<file path="src/rtl/enc_travel_pkg.sv">
package enc_travel_pkg;

   // Transition history: previous and current filtered sample
   typedef logic [1:0] hist_t;

   // A step is any history in which the two samples disagree
   function automatic logic is_step(input hist_t h);
      return h[1] ^ h[0];
   endfunction

endpackage

</file>
<file path="src/rtl/enc_sync_chain.sv">
module enc_sync_chain #(
   parameter int STAGES = 2
) (
   input  logic clk,
   input  logic rst,
   input  logic d_i,
   output logic q_o
);
   generate
      if (STAGES < 2) begin : g_bad
         $error("enc_sync_chain: STAGES must be at least 2");
      end
   endgenerate

   logic [STAGES-1:0] chain_q;

   always_ff @(posedge clk or posedge rst) begin
      if (rst) chain_q <= '0;
      else     chain_q <= {chain_q[STAGES-2:0], d_i};
   end

   assign q_o = chain_q[STAGES-1];
endmodule

</file>
<file path="src/rtl/enc_debounce.sv">
module enc_debounce #(
   parameter int LIMIT = 5000
) (
   input  logic clk,
   input  logic rst,
   input  logic sync_i,
   output logic clean_o
);
   generate
      if (LIMIT == 0) begin : g_bypass
         // No filtering: the synchronized level is used directly
         assign clean_o = sync_i;
      end else begin : g_filter
         localparam int CW = $clog2(LIMIT + 1);
         localparam logic [CW-1:0] LIM = CW'(LIMIT);

         logic          prev_q;
         logic [CW-1:0] run_q;
         logic          clean_q;
         logic          held;

         assign held = (sync_i == prev_q);

         always_ff @(posedge clk or posedge rst) begin
            if (rst) begin
               prev_q  <= 1'b0;
               run_q   <= '0;
               clean_q <= 1'b0;
            end else begin
               prev_q <= sync_i;
               if (!held)             run_q <= '0;
               else if (run_q != LIM) run_q <= run_q + 1'b1;
               if (held && run_q == LIM) clean_q <= sync_i;
            end
         end

         assign clean_o = clean_q;


         run_bound_chk: assert property (@(posedge clk) disable iff (rst)
            run_q <= LIM);


         no_change_on_toggle_chk: assert property (@(posedge clk) disable iff (rst)
            !$stable(sync_i) |=> $stable(clean_q));
      end
   endgenerate
endmodule

</file>
<file path="src/rtl/enc_step_counter.sv">
module enc_step_counter
   import enc_travel_pkg::*;
#(
   parameter int DIST_W = 9
) (
   input  logic              clk,
   input  logic              rst,
   input  logic              clean_i,
   input  logic [DIST_W-1:0] dist_req_i,
   output logic              arrived_o
);
   localparam int TW = (DIST_W > 1) ? DIST_W - 1 : 1;

   hist_t          hist_q;
   logic [TW-1:0]  steps_q;
   logic [TW-1:0]  thresh;
   logic           arrived_q;
   logic           step;
   logic           enabled;

   generate
      if (DIST_W > 1) begin : g_half
         assign thresh = dist_req_i[DIST_W-1:1];
      end else begin : g_one
         assign thresh = '0;
      end
   endgenerate

   assign step    = is_step(hist_q);
   assign enabled = (dist_req_i != '0);

   always_ff @(posedge clk or posedge rst) begin
      if (rst) begin
         hist_q    <= '0;
         steps_q   <= '0;
         arrived_q <= 1'b0;
      end else begin
         hist_q <= {hist_q[0], clean_i};
         if (enabled && step) begin
            if (steps_q < thresh) begin
               steps_q <= steps_q + 1'b1;
            end else begin
               steps_q   <= '0;
               arrived_q <= 1'b1;
            end
         end
      end
   end

   assign arrived_o = arrived_q;


   zero_req_hold_chk: assert property (@(posedge clk) disable iff (rst)
      (dist_req_i == '0) |=> $stable(steps_q) && $stable(arrived_q));


   arrival_sticky_chk: assert property (@(posedge clk) disable iff (rst)
      arrived_q |=> arrived_q);


   step_needed_chk: assert property (@(posedge clk) disable iff (rst)
      $rose(arrived_q) |-> $past(hist_q[1] != hist_q[0]));
endmodule

</file>
<file path="src/rtl/enc_travel_counter.sv">
module enc_travel_counter #(
   parameter int DIST_W         = 9,
   parameter int SYNC_STAGES    = 2,
   parameter int DEBOUNCE_LIMIT = 5000
) (
   input  logic              clk,
   input  logic              rst,
   input  logic              raw_in,
   input  logic [DIST_W-1:0] dist_req,
   output logic              arrived
);

   generate
      if (DIST_W < 1) begin : g_bad_w
         $error("enc_travel_counter: DIST_W must be positive");
      end
      if (DEBOUNCE_LIMIT < 0) begin : g_bad_lim
         $error("enc_travel_counter: DEBOUNCE_LIMIT must not be negative");
      end
   endgenerate

   logic sync_lvl;
   logic clean_lvl;

   enc_sync_chain #(.STAGES(SYNC_STAGES)) u_sync (
      .clk (clk),
      .rst (rst),
      .d_i (raw_in),
      .q_o (sync_lvl)
   );

   enc_debounce #(.LIMIT(DEBOUNCE_LIMIT)) u_deb (
      .clk     (clk),
      .rst     (rst),
      .sync_i  (sync_lvl),
      .clean_o (clean_lvl)
   );

   enc_step_counter #(.DIST_W(DIST_W)) u_cnt (
      .clk        (clk),
      .rst        (rst),
      .clean_i    (clean_lvl),
      .dist_req_i (dist_req),
      .arrived_o  (arrived)
   );


   reset_clears_chk: assert property (@(posedge clk)
      rst |-> !arrived);
endmodule

</file>
<file path="config.mk">
export PLATFORM = sky130hd
export DESIGN_NAME = enc_travel_counter
export DESIGN_NICKNAME = d
export VERILOG_FILES = /design/src/rtl/enc_travel_pkg.sv /design/src/rtl/enc_sync_chain.sv /design/src/rtl/enc_debounce.sv /design/src/rtl/enc_step_counter.sv /design/src/rtl/enc_travel_counter.sv
export SDC_FILE = /design/constraint.sdc
export NUM_CORES = 1
export LEC_CHECK = 0
export BUFFER_PORTS_ARGS = -buffer_cell sky130_fd_sc_hd__buf_2
export CORE_MARGIN = 2
export CORE_UTILIZATION = 52
export CTS_BUF_LIST = sky130_fd_sc_hd__clkbuf_16
export CTS_CLUSTER_SIZE = 20
export DETAILED_ROUTE_END_ITERATION = 10
export PLACE_DENSITY = 0.74
export SLEW_MARGIN = 40
export SYNTH_ARGS = -nofsm -noshare
export SYNTH_HDL_FRONTEND = slang
export SYNTH_SLANG_ARGS = --single-unit
</file>
<file path="constraint.sdc">
create_clock -name clk -period 1.7 [get_ports clk]
set_input_delay 0 -clock clk [delete_from_list [all_inputs] [get_ports clk]]
set_output_delay 0 -clock clk [all_outputs]
set_load 0.005 [all_outputs]
</file>
; Yosys cells after proc, flatten, opt, wreduce, memory -nomap -nowiden
; Index checks and enable logic that the tools add are counted.
[word_totals]
register_bits = 28
input_bits = 12
output_inout_bits = 1
word_cells = 23
[op_classes]
n_addsub = 2
magnitude_cmp = 1
n_eq_ne = 4
muxes = 3
bitwise_logic = 2
n_reduce_logical = 4
[ops]
columns = cell, n
row1 = 13-bit two-way mux, 2
row2 = 13-bit by 1-bit adder with 13-bit output (second input constant), 1
row3 = 13-bit == test (second input constant), 1
row4 = 13-bit != test (second input constant), 1
row5 = 9-bit nonzero test, 1
row6 = 8-bit by 1-bit adder with 8-bit output (second input constant), 1
row7 = 8-bit less-than comparator, 1
row8 = 8-bit two-way mux, 1
row9 = 1-bit logical AND, 2
row10 = 2-bit != test (second input constant), 1
row11 = 2-bit AND reduction, 1
row12 = 1-bit == test, 1
row13 = 1-bit inverter, 1
row14 = 1-bit XOR, 1

; Logic depth before layout (Yosys ltp)
; Gate-level depths: netlist of the first run.
[logic_depth]
depth_word = 3
depth_mapped = 7
ltp_nobuf = 7

; Cells and area by module
; Synthesis of the first run repeated with hierarchy kept, for this count alone.
[unflattened]
cells_unflattened = 165
area_unflattened_um2 = 1630.3
[modules_own_cells]
columns = module, instances, cells_each, area_per_inst_um2, seq_area_each_um2
row1 = enc_debounce, 1, 84, 840.8, 375.4
row2 = enc_step_counter, 1, 78, 735.7, 275.3
row3 = enc_sync_chain, 1, 3, 53.8, 50.0

; Least setup slack after synthesis of the first run
; No wires, ideal clock.
[synth_timing]
kind = register to register
startpoint = register u_cnt.steps_q[2]
endpoint = register u_cnt.steps_q[0]
setup_ns = 0.066
t_arrival_ns = 1.707
required_ns = 1.634
setup_slack_ns = -0.073
path_stages_with_launch = 7
n_path_buf = 0
synth_period_minus_slack_ns = 1.773
cell_sequence = dfrtp_1 -> ha_1 -> a211o_1 -> a31oi_1 -> o31ai_2 -> nor2_1 -> mux2_2
[synth_via]
elab_chain_len = 2
[synth_rtl]
columns = item, line
row1 = from (decl), enc_step_counter.sv:15  ; logic [TW-1:0] steps_q;
row2 = from (signal assigned), enc_step_counter.sv:41  ; steps_q <= steps_q + 1'b1;
row3 = 8-bit less-than comparator, enc_step_counter.sv:40  ; if (steps_q < thresh) begin
row4 = 8-bit two-way mux, enc_step_counter.sv:40
; No other way between the ends.
; A chain may end at the register's enable or synchronous reset.

; Worst setup path in the final report of the first run
; Ends and elaborated chain as after synthesis.

==> flow_summary_export.csv, run 1 <==
group,metric,value,unit
synthesis,synth_area,0.001493,mm^2
setup_path,arrival,1.94,ns
run_status,violations,"setup timing",
route,vias_per_cell,5.468,
synthesis,ys_async_sr_fraction,100.0,%
sta,period_minus_slack,1.801,ns
setup_path,crit_chain,"ha_4, a211o_1, a31oi_4, o31ai_4, buf_12, nor2_4, mux2_4",
setup_path,r2r_end,"u_cnt.steps_q[0]$_DFFE_PP0P_",
floorplan,start_util,54.60,%
pwr,powerDensity,687.3,mW/mm^2
setup_path,end_kind,"register",
floorplan,dieArea,0.003315,mm^2
placed_design,dp_cells,210,
sta,setup_viol,8,
floorplan,ios,13,
setup_path,crit_family,"compound AO/OA/AOI/OAI gates",
setup_path,r2r_slack,-0.10,ns
sta,slew_viol_final,0,
synthesis,synth_edf_count,0,
setup_path,cpMaxStageDelayCell,"dfrtp_1",
synthesis,synth-seq-cells,28,
run_status,outcome,"complete, but fails checks",
global_routing,grt_pass1_wl,5457,um
cts,path_clk_slew,0.06,ns
pwr,power.switching,0.2965,mW
worst_hold_path,hold_class,"input pin to asynchronous set/reset pin",
synthesis,yosys_warnings,0,
layout,drive_above_1_share,27.23,%
setup_path,cp_num_buf_inv,1,
floorplan,die_w,57.58,um
synthesis,seq_area_frac_synth,46.94,%
pwr,power.combinational.fraction,10.4,%
setup_path,worst_setup_path_start_kind,"register",
setup_path,crit_type,"register to register",
setup_path,r2r_cells,7,
route,wl_per_cell,13.93,um
route,drtIter0Drc,26,
cts,cts_made_buffers,3,
placed_design,port_buffers,12,
cts,numClockSinks,28,
global_routing,grt_use_total,21.21,%
layout,post-route-util,72.08,%
pwr,peakVddDrop,0.7990,mV
sta,finalHoldViolCount,0,
sta,tns,-0.5904,ns
route,wl,3092,um
cts,clockBufferDepth,2,
pwr,p_int,1.058,mW
sta,worst_pin_slew,0.4882,ns
global_routing,grt-ovfl-total,0,
synthesis,synth_cell_types,30,
setup_path,crit_cells,7,
placed_design,place_area,0.001729,mm^2
floorplan,core_area,0.002734,mm^2
layout,fin_cells,222,
floorplan,rows,19,
layout,antenna_cells,0,
pwr,p_seq_share,51.5,%
route,antenna_left,0,
cts,cts_tree,"done",
global_routing,grt_max_degree,29,
synthesis,synth_nets,171,
global_routing,grt_pass1_vias,1298,
setup_path,cpPeakStageDelay,0.42,ns
flow_run,cap_violations,0,
route,vias,1214,
synthesis,synth_cells,149,
layout,final_net_count,214,
cts,cts_root_buf,"clkbuf_16",
sta,fin_crit_sh,105.9,%
global_routing,antenna_found_initial,0,
pwr,p_leak,0.9747,nW
floorplan,die_y,57.58,um
setup_path,rr_startpoint,"u_cnt.steps_q[2]$_DFFE_PP0P_",
sta,fin_skew,0.002300,ns
setup_path,worstSetupStartpoint,"u_cnt.steps_q[2]$_DFFE_PP0P_",
layout,final_area,0.001971,mm^2
placed_design,dp_hpwl,2221,um
layout,synthToLayoutAreaGrowth,32.02,%
route,dr.pass1.iters,4,
layout,final_cell_mix,"dfrtp_1, buf_4, nor2_1",
cts,insertion_delay,0.25,ns
sta,fmax,0.5552,GHz
placed_design,place_congestion,0.8520,
setup_path,crit_fanout,8,
pwr,pwr-share-clk,38.2,%
sta,setup_ws,-0.1011,ns
setup_path,required,1.84,ns
sta,rsz0062_at_grt,"yes",
layout,layout_commonest_cell,"dfrtp_1",
setup_path,cp-endpoint,"u_cnt.steps_q[0]$_DFFE_PP0P_",
route,drc_errors,0,
pwr,switching_share,21.89,%
cts,htree_levels,1,
sta,maxSlewHeadroom,67.02,%
synthesis,ys.flop_type,"dfrtp_1",
synthesis,synth_area_per_cell,10.02,um^2
-- kinds of logic (layout without fill, tap and decap cells) --
family,Yosys count,after routing,share of synthesized area [%]
compound gates,26,26,12.24
simple gates,58,58,20.12
mux,2,2,1.425
buf+inv,12,54,3.269
flops,28,28,46.94
xor+xnor,13,13,7.628
fa+ha+maj,10,10,8.382
-- sequential cells by signal (all words and copies together) (netlist names) --
register	flops
u_deb.g_filter.run_q	13
u_deb.clean_o	1
u_cnt.steps_q	8
u_cnt.hist_q	2
u_deb.g_filter.prev_q	1
u_sync.chain_q	2
u_cnt.arrived_o	1
-- cells in the mapped netlist, drive strengths merged, types with 2 or more instances --
library cell	n	area share [%]
nor3	5	2.4
xnor2	3	1.8
a22o	6	3.5
nand3	7	2.3
and3	4	1.7
inv	11	2.8
ha	10	8.4
nor2b	4	1.7
a211o	2	1.2
dfrtp	28	47
or4b	2	1.6
nand4	4	1.7
a21oi	5	1.7
nand2b	3	1.3
xor2	10	5.9
nor2	21	5.3
o21ai	7	2.3
nand2	7	1.8
-- cell type report --
class                           instances  area [um^2]
Multi-Input combinational cell        109        827.0
Fill cell                             210        763.2
Sequential cell                        28        700.7
Timing Repair Buffer                   39        284.0
Clock buffer                            3        75.07
Inverter                               11        41.29
Tap cell                               31        38.79
Clock inverter                          1        3.754
-- worst min path at each step --
stage | from | endpoint | slack (ns) | cells past startpoint
6_report | rst | u_cnt.arrived_o$_DFFE_PP0P_ | 0.33 | 4
3_3_place_gp | rst | u_sync.chain_q[1]$_DFF_PP0_ | 0.07 | 3
4_1_cts | rst | u_sync.chain_q[0]$_DFF_PP0_ | 0.35 | 4
2_1_floorplan | raw_in | u_sync.chain_q[0]$_DFF_PP0_ | 0.03 | 0
5_1_grt | u_sync.chain_q[0]$_DFF_PP0_ | u_sync.chain_q[1]$_DFF_PP0_ | 0.38 | 0
3_5_place_dp | rst | u_sync.chain_q[0]$_DFF_PP0_ | 0.07 | 3
-- power by group through the flow --
stage / sequential, mW / clock, mW / combinational (mW)
after global routing: 0.699 / 0.553 / 0.158
final: 0.697 / 0.517 / 0.141
after CTS: 0.696 / 0.523 / 0.140
after detailed placement: 0.708 / 0 / 0.125
after global placement: 0.707 / 0 / 0.118
after floorplan: 0.709 / 0 / 0.0710
-- metal layers --
layer / part of all wire [%] / global-route usage, % / vias to the layer above
met5: 0 / 0 / -
li1: - / - / 603
met1: 44 / 25.00 / 592
met2: 53 / 39.61 / 17
met3: 2.5 / 3.401 / 2
met4: 0.42 / 5.648 / 0
-- tightest hold or removal path: stages --
cell and delay [ns]:
dlygate4sd3_1 0.53, buf_2 0.12, inv_1 0.04, buf_4 0.31
-- through the flow --
step                setup WS (ns)  power (mW)  hold slack [ns]
floorplan               -0.002669      0.7805          0.03143
global placement         -0.09413      0.8254          0.07243
detailed placement        -0.1946      0.8332          0.07463
CTS                      -0.08439       1.359           0.3495
global route              -0.1674       1.410           0.3805
finish                    -0.1011       1.354           0.3333
-- timing repair --
action	4_1_cts	5_1_grt
hold endpoints to repair	29	0
pin swaps	6	8
endpoints found under the setup margin	10	12
buffers inserted	5	2
hold buffers	2	0
resized for setup	13	2
Note: power is estimated with default switching activity, not from simulation.
==> inputs of run 2 (changes only) <==
BUFFER_PORTS_ARGS = -buffer_cell sky130_fd_sc_hd__buf_4   (was -buffer_cell sky130_fd_sc_hd__buf_2)
==> flow_summary_export.csv, run 2 (same netlist as run 1, synthesis figures left out) <==
group,metric,value,unit
layout,final_net_count,210,
setup_path,worst_setup_path_start_kind,"register",
run_status,outcome,"complete, but fails checks",
global_routing,grt_pass1_wl,5154,um
layout,post-route-util,71.95,%
layout,synthToLayoutAreaGrowth,31.77,%
placed_design,dp_hpwl,2222,um
sta,setup_ws,-0.01914,ns
pwr,pwr-share-clk,37.9,%
sta,rsz0062_at_grt,"yes",
pwr,switching_share,21.65,%
route,wl_per_cell,14.06,um
setup_path,crit_fanout,8,
layout,largest_register,"u_deb.g_filter.run_q",
route,vias,1197,
sta,setup_viol,6,
run_status,violations,"setup timing",
sta,finalHoldViolCount,0,
global_routing,grt_pass1_vias,1240,
floorplan,start_util,54.60,%
setup_path,r2r_cells,7,
sta,tns,-0.03651,ns
global_routing,antenna_found_initial,0,
cts,numClockSinks,28,
global_routing,grt_use_total,20.32,%
sta,worst_pin_slew,0.4625,ns
pwr,p_seq_share,51.3,%
cts,insertion_delay,0.25,ns
layout,multi_input_area,832.0,um^2
cts,cts_made_buffers,3,
layout,final_area,0.001967,mm^2
layout,largest_reg_flops,13,
floorplan,die_y,57.58,um
setup_path,r2r_slack,-0.02,ns
floorplan,rows,19,
pwr,power.combinational.fraction,10.8,%
pwr,p_leak,0.9505,nW
setup_path,crit_type,"register to register",
setup_path,required,1.89,ns
cts,path_clk_slew,0.06,ns
floorplan,ios,13,
floorplan,core_area,0.002734,mm^2
placed_design,place_area,0.001752,mm^2
sta,slew_viol_final,0,
pwr,p_total,1.357,mW
route,dr.pass1.iters,4,
route,drc_errors,0,
worst_hold_path,hold_path.startpoint,"dist_req[2]",
layout,seq_area,700.7,um^2
floorplan,die_w,57.58,um
layout,top_regs,"u_deb.g_filter.run_q x13, u_cnt.steps_q x8",
floorplan,dieArea,0.003315,mm^2
layout,final_cell_mix,"buf_4, dfrtp_1, nor2_1",
worst_hold_path,worstHoldPathCells,5,
worst_hold_path,holdPathEnd,"u_cnt.steps_q[3]$_DFFE_PP0P_",
pwr,power.switching,0.2939,mW
flow_run,cap_violations,0,
setup_path,rr_startpoint,"u_cnt.steps_q[2]$_DFFE_PP0P_",
route,vias_per_cell,5.491,
placed_design,dp_slack,-0.1749,ns
placed_design,port_buffers,12,
cts,cts_tree,"done",
setup_path,arrival,1.91,ns
sta,maxSlewHeadroom,68.76,%
cts,clockBufferDepth,2,
pwr,powerDensity,690.1,mW/mm^2
cts,cts_root_buf,"clkbuf_16",
sta,fin_crit_sh,101.1,%
sta,period_minus_slack,1.719,ns
route,antenna_left,0,
cts,htree_levels,1,
layout,fillers,207,
layout,antenna_cells,0,
sta,fmax,0.5817,GHz
placed_design,place_congestion,0.8805,
sta,fin_skew,0.001747,ns
global_routing,grt-ovfl-total,0,
pwr,peakVddDrop,0.6459,mV
setup_path,r2r_end,"u_cnt.steps_q[2]$_DFFE_PP0P_",
setup_path,end_kind,"register",
global_routing,grt_max_degree,29,
route,drtIter0Drc,33,
pwr,p_int,1.063,mW
layout,drive_above_1_share,25.67,%
worst_hold_path,hold_class,"input pin to register",
route,wl,3064,um
layout,layout_commonest_cell,"buf_4",
[run 2: layer usage]
metal | global-route usage, % | part of all wire [%] | up-vias
met4 | 7.309 | 0.95 | 0
li1 | - | - | 596
met2 | 37.66 | 53 | 17
met1 | 23.85 | 44 | 580
met5 | 0 | 0 | -
met3 | 2.494 | 2.6 | 4
[run 2: area by class of cell]
cell class / instances / area share, %
flip-flops and latches: 28 / 35.62
inverters: 11 / 2.099
well taps: 31 / 1.972
repair buffers: 35 / 13.99
clock buffers: 3 / 3.817
clock inverters: 1 / 0.1908
multi-input cells: 109 / 42.30
[run 2: per-stage QoR]
| step | hold slack (ns) | std cells |
|---|---|---|
| after floorplan | 0.03143 | 149 |
| final | 0.3493 | 218 |
| after global routing | 0.3776 | 218 |
| after CTS | 0.3474 | 215 |
| after detailed placement | 0.09153 | 209 |
| after global placement | 0.08349 | 209 |
[run 2: worst max-delay path: stages (launching register included)]
cell and delay [ns]:
dfrtp_1 0.41, ha_4 0.23, a211o_1 0.28, a31oi_4 0.17, o31ai_4 0.07, buf_6 0.14
nor2_4 0.17, a22o_1 0.17
[run 2: how the worst max path moves through the flow]
| stage | from | to | cells past startpoint |
|---|---|---|---|
| finish | u_cnt.steps_q[2]$_DFFE_PP0P_ | u_cnt.steps_q[2]$_DFFE_PP0P_ | 7 |
| global route | u_cnt.steps_q[2]$_DFFE_PP0P_ | u_cnt.steps_q[2]$_DFFE_PP0P_ | 7 |
| CTS | u_cnt.steps_q[2]$_DFFE_PP0P_ | u_cnt.steps_q[0]$_DFFE_PP0P_ | 6 |
| detailed placement | u_cnt.steps_q[6]$_DFFE_PP0P_ | u_cnt.steps_q[0]$_DFFE_PP0P_ | 5 |
| global placement | u_cnt.steps_q[7]$_DFFE_PP0P_ | u_cnt.steps_q[0]$_DFFE_PP0P_ | 5 |
| floorplan | u_cnt.steps_q[2]$_DFFE_PP0P_ | u_cnt.steps_q[0]$_DFFE_PP0P_ | 6 |
[run 2: power groups by stage]
stage | logic (mW) | registers [mW] | clock network [mW]
3_5_place_dp | 0.131 | 0.709 | 0
2_1_floorplan | 0.0710 | 0.709 | 0
6_report | 0.147 | 0.696 | 0.514
4_1_cts | 0.140 | 0.696 | 0.529
5_1_grt | 0.167 | 0.698 | 0.554
3_3_place_gp | 0.125 | 0.708 | 0
[run 2: timing repair]
action | in CTS | in global routing
resized for setup | 6 | 8
setup endpoints to repair | 8 | 10
setup buffers | 0 | 3
hold buffers | 2 | 0
hold endpoints to repair | 29 | 0
pin swaps | 1 | 9
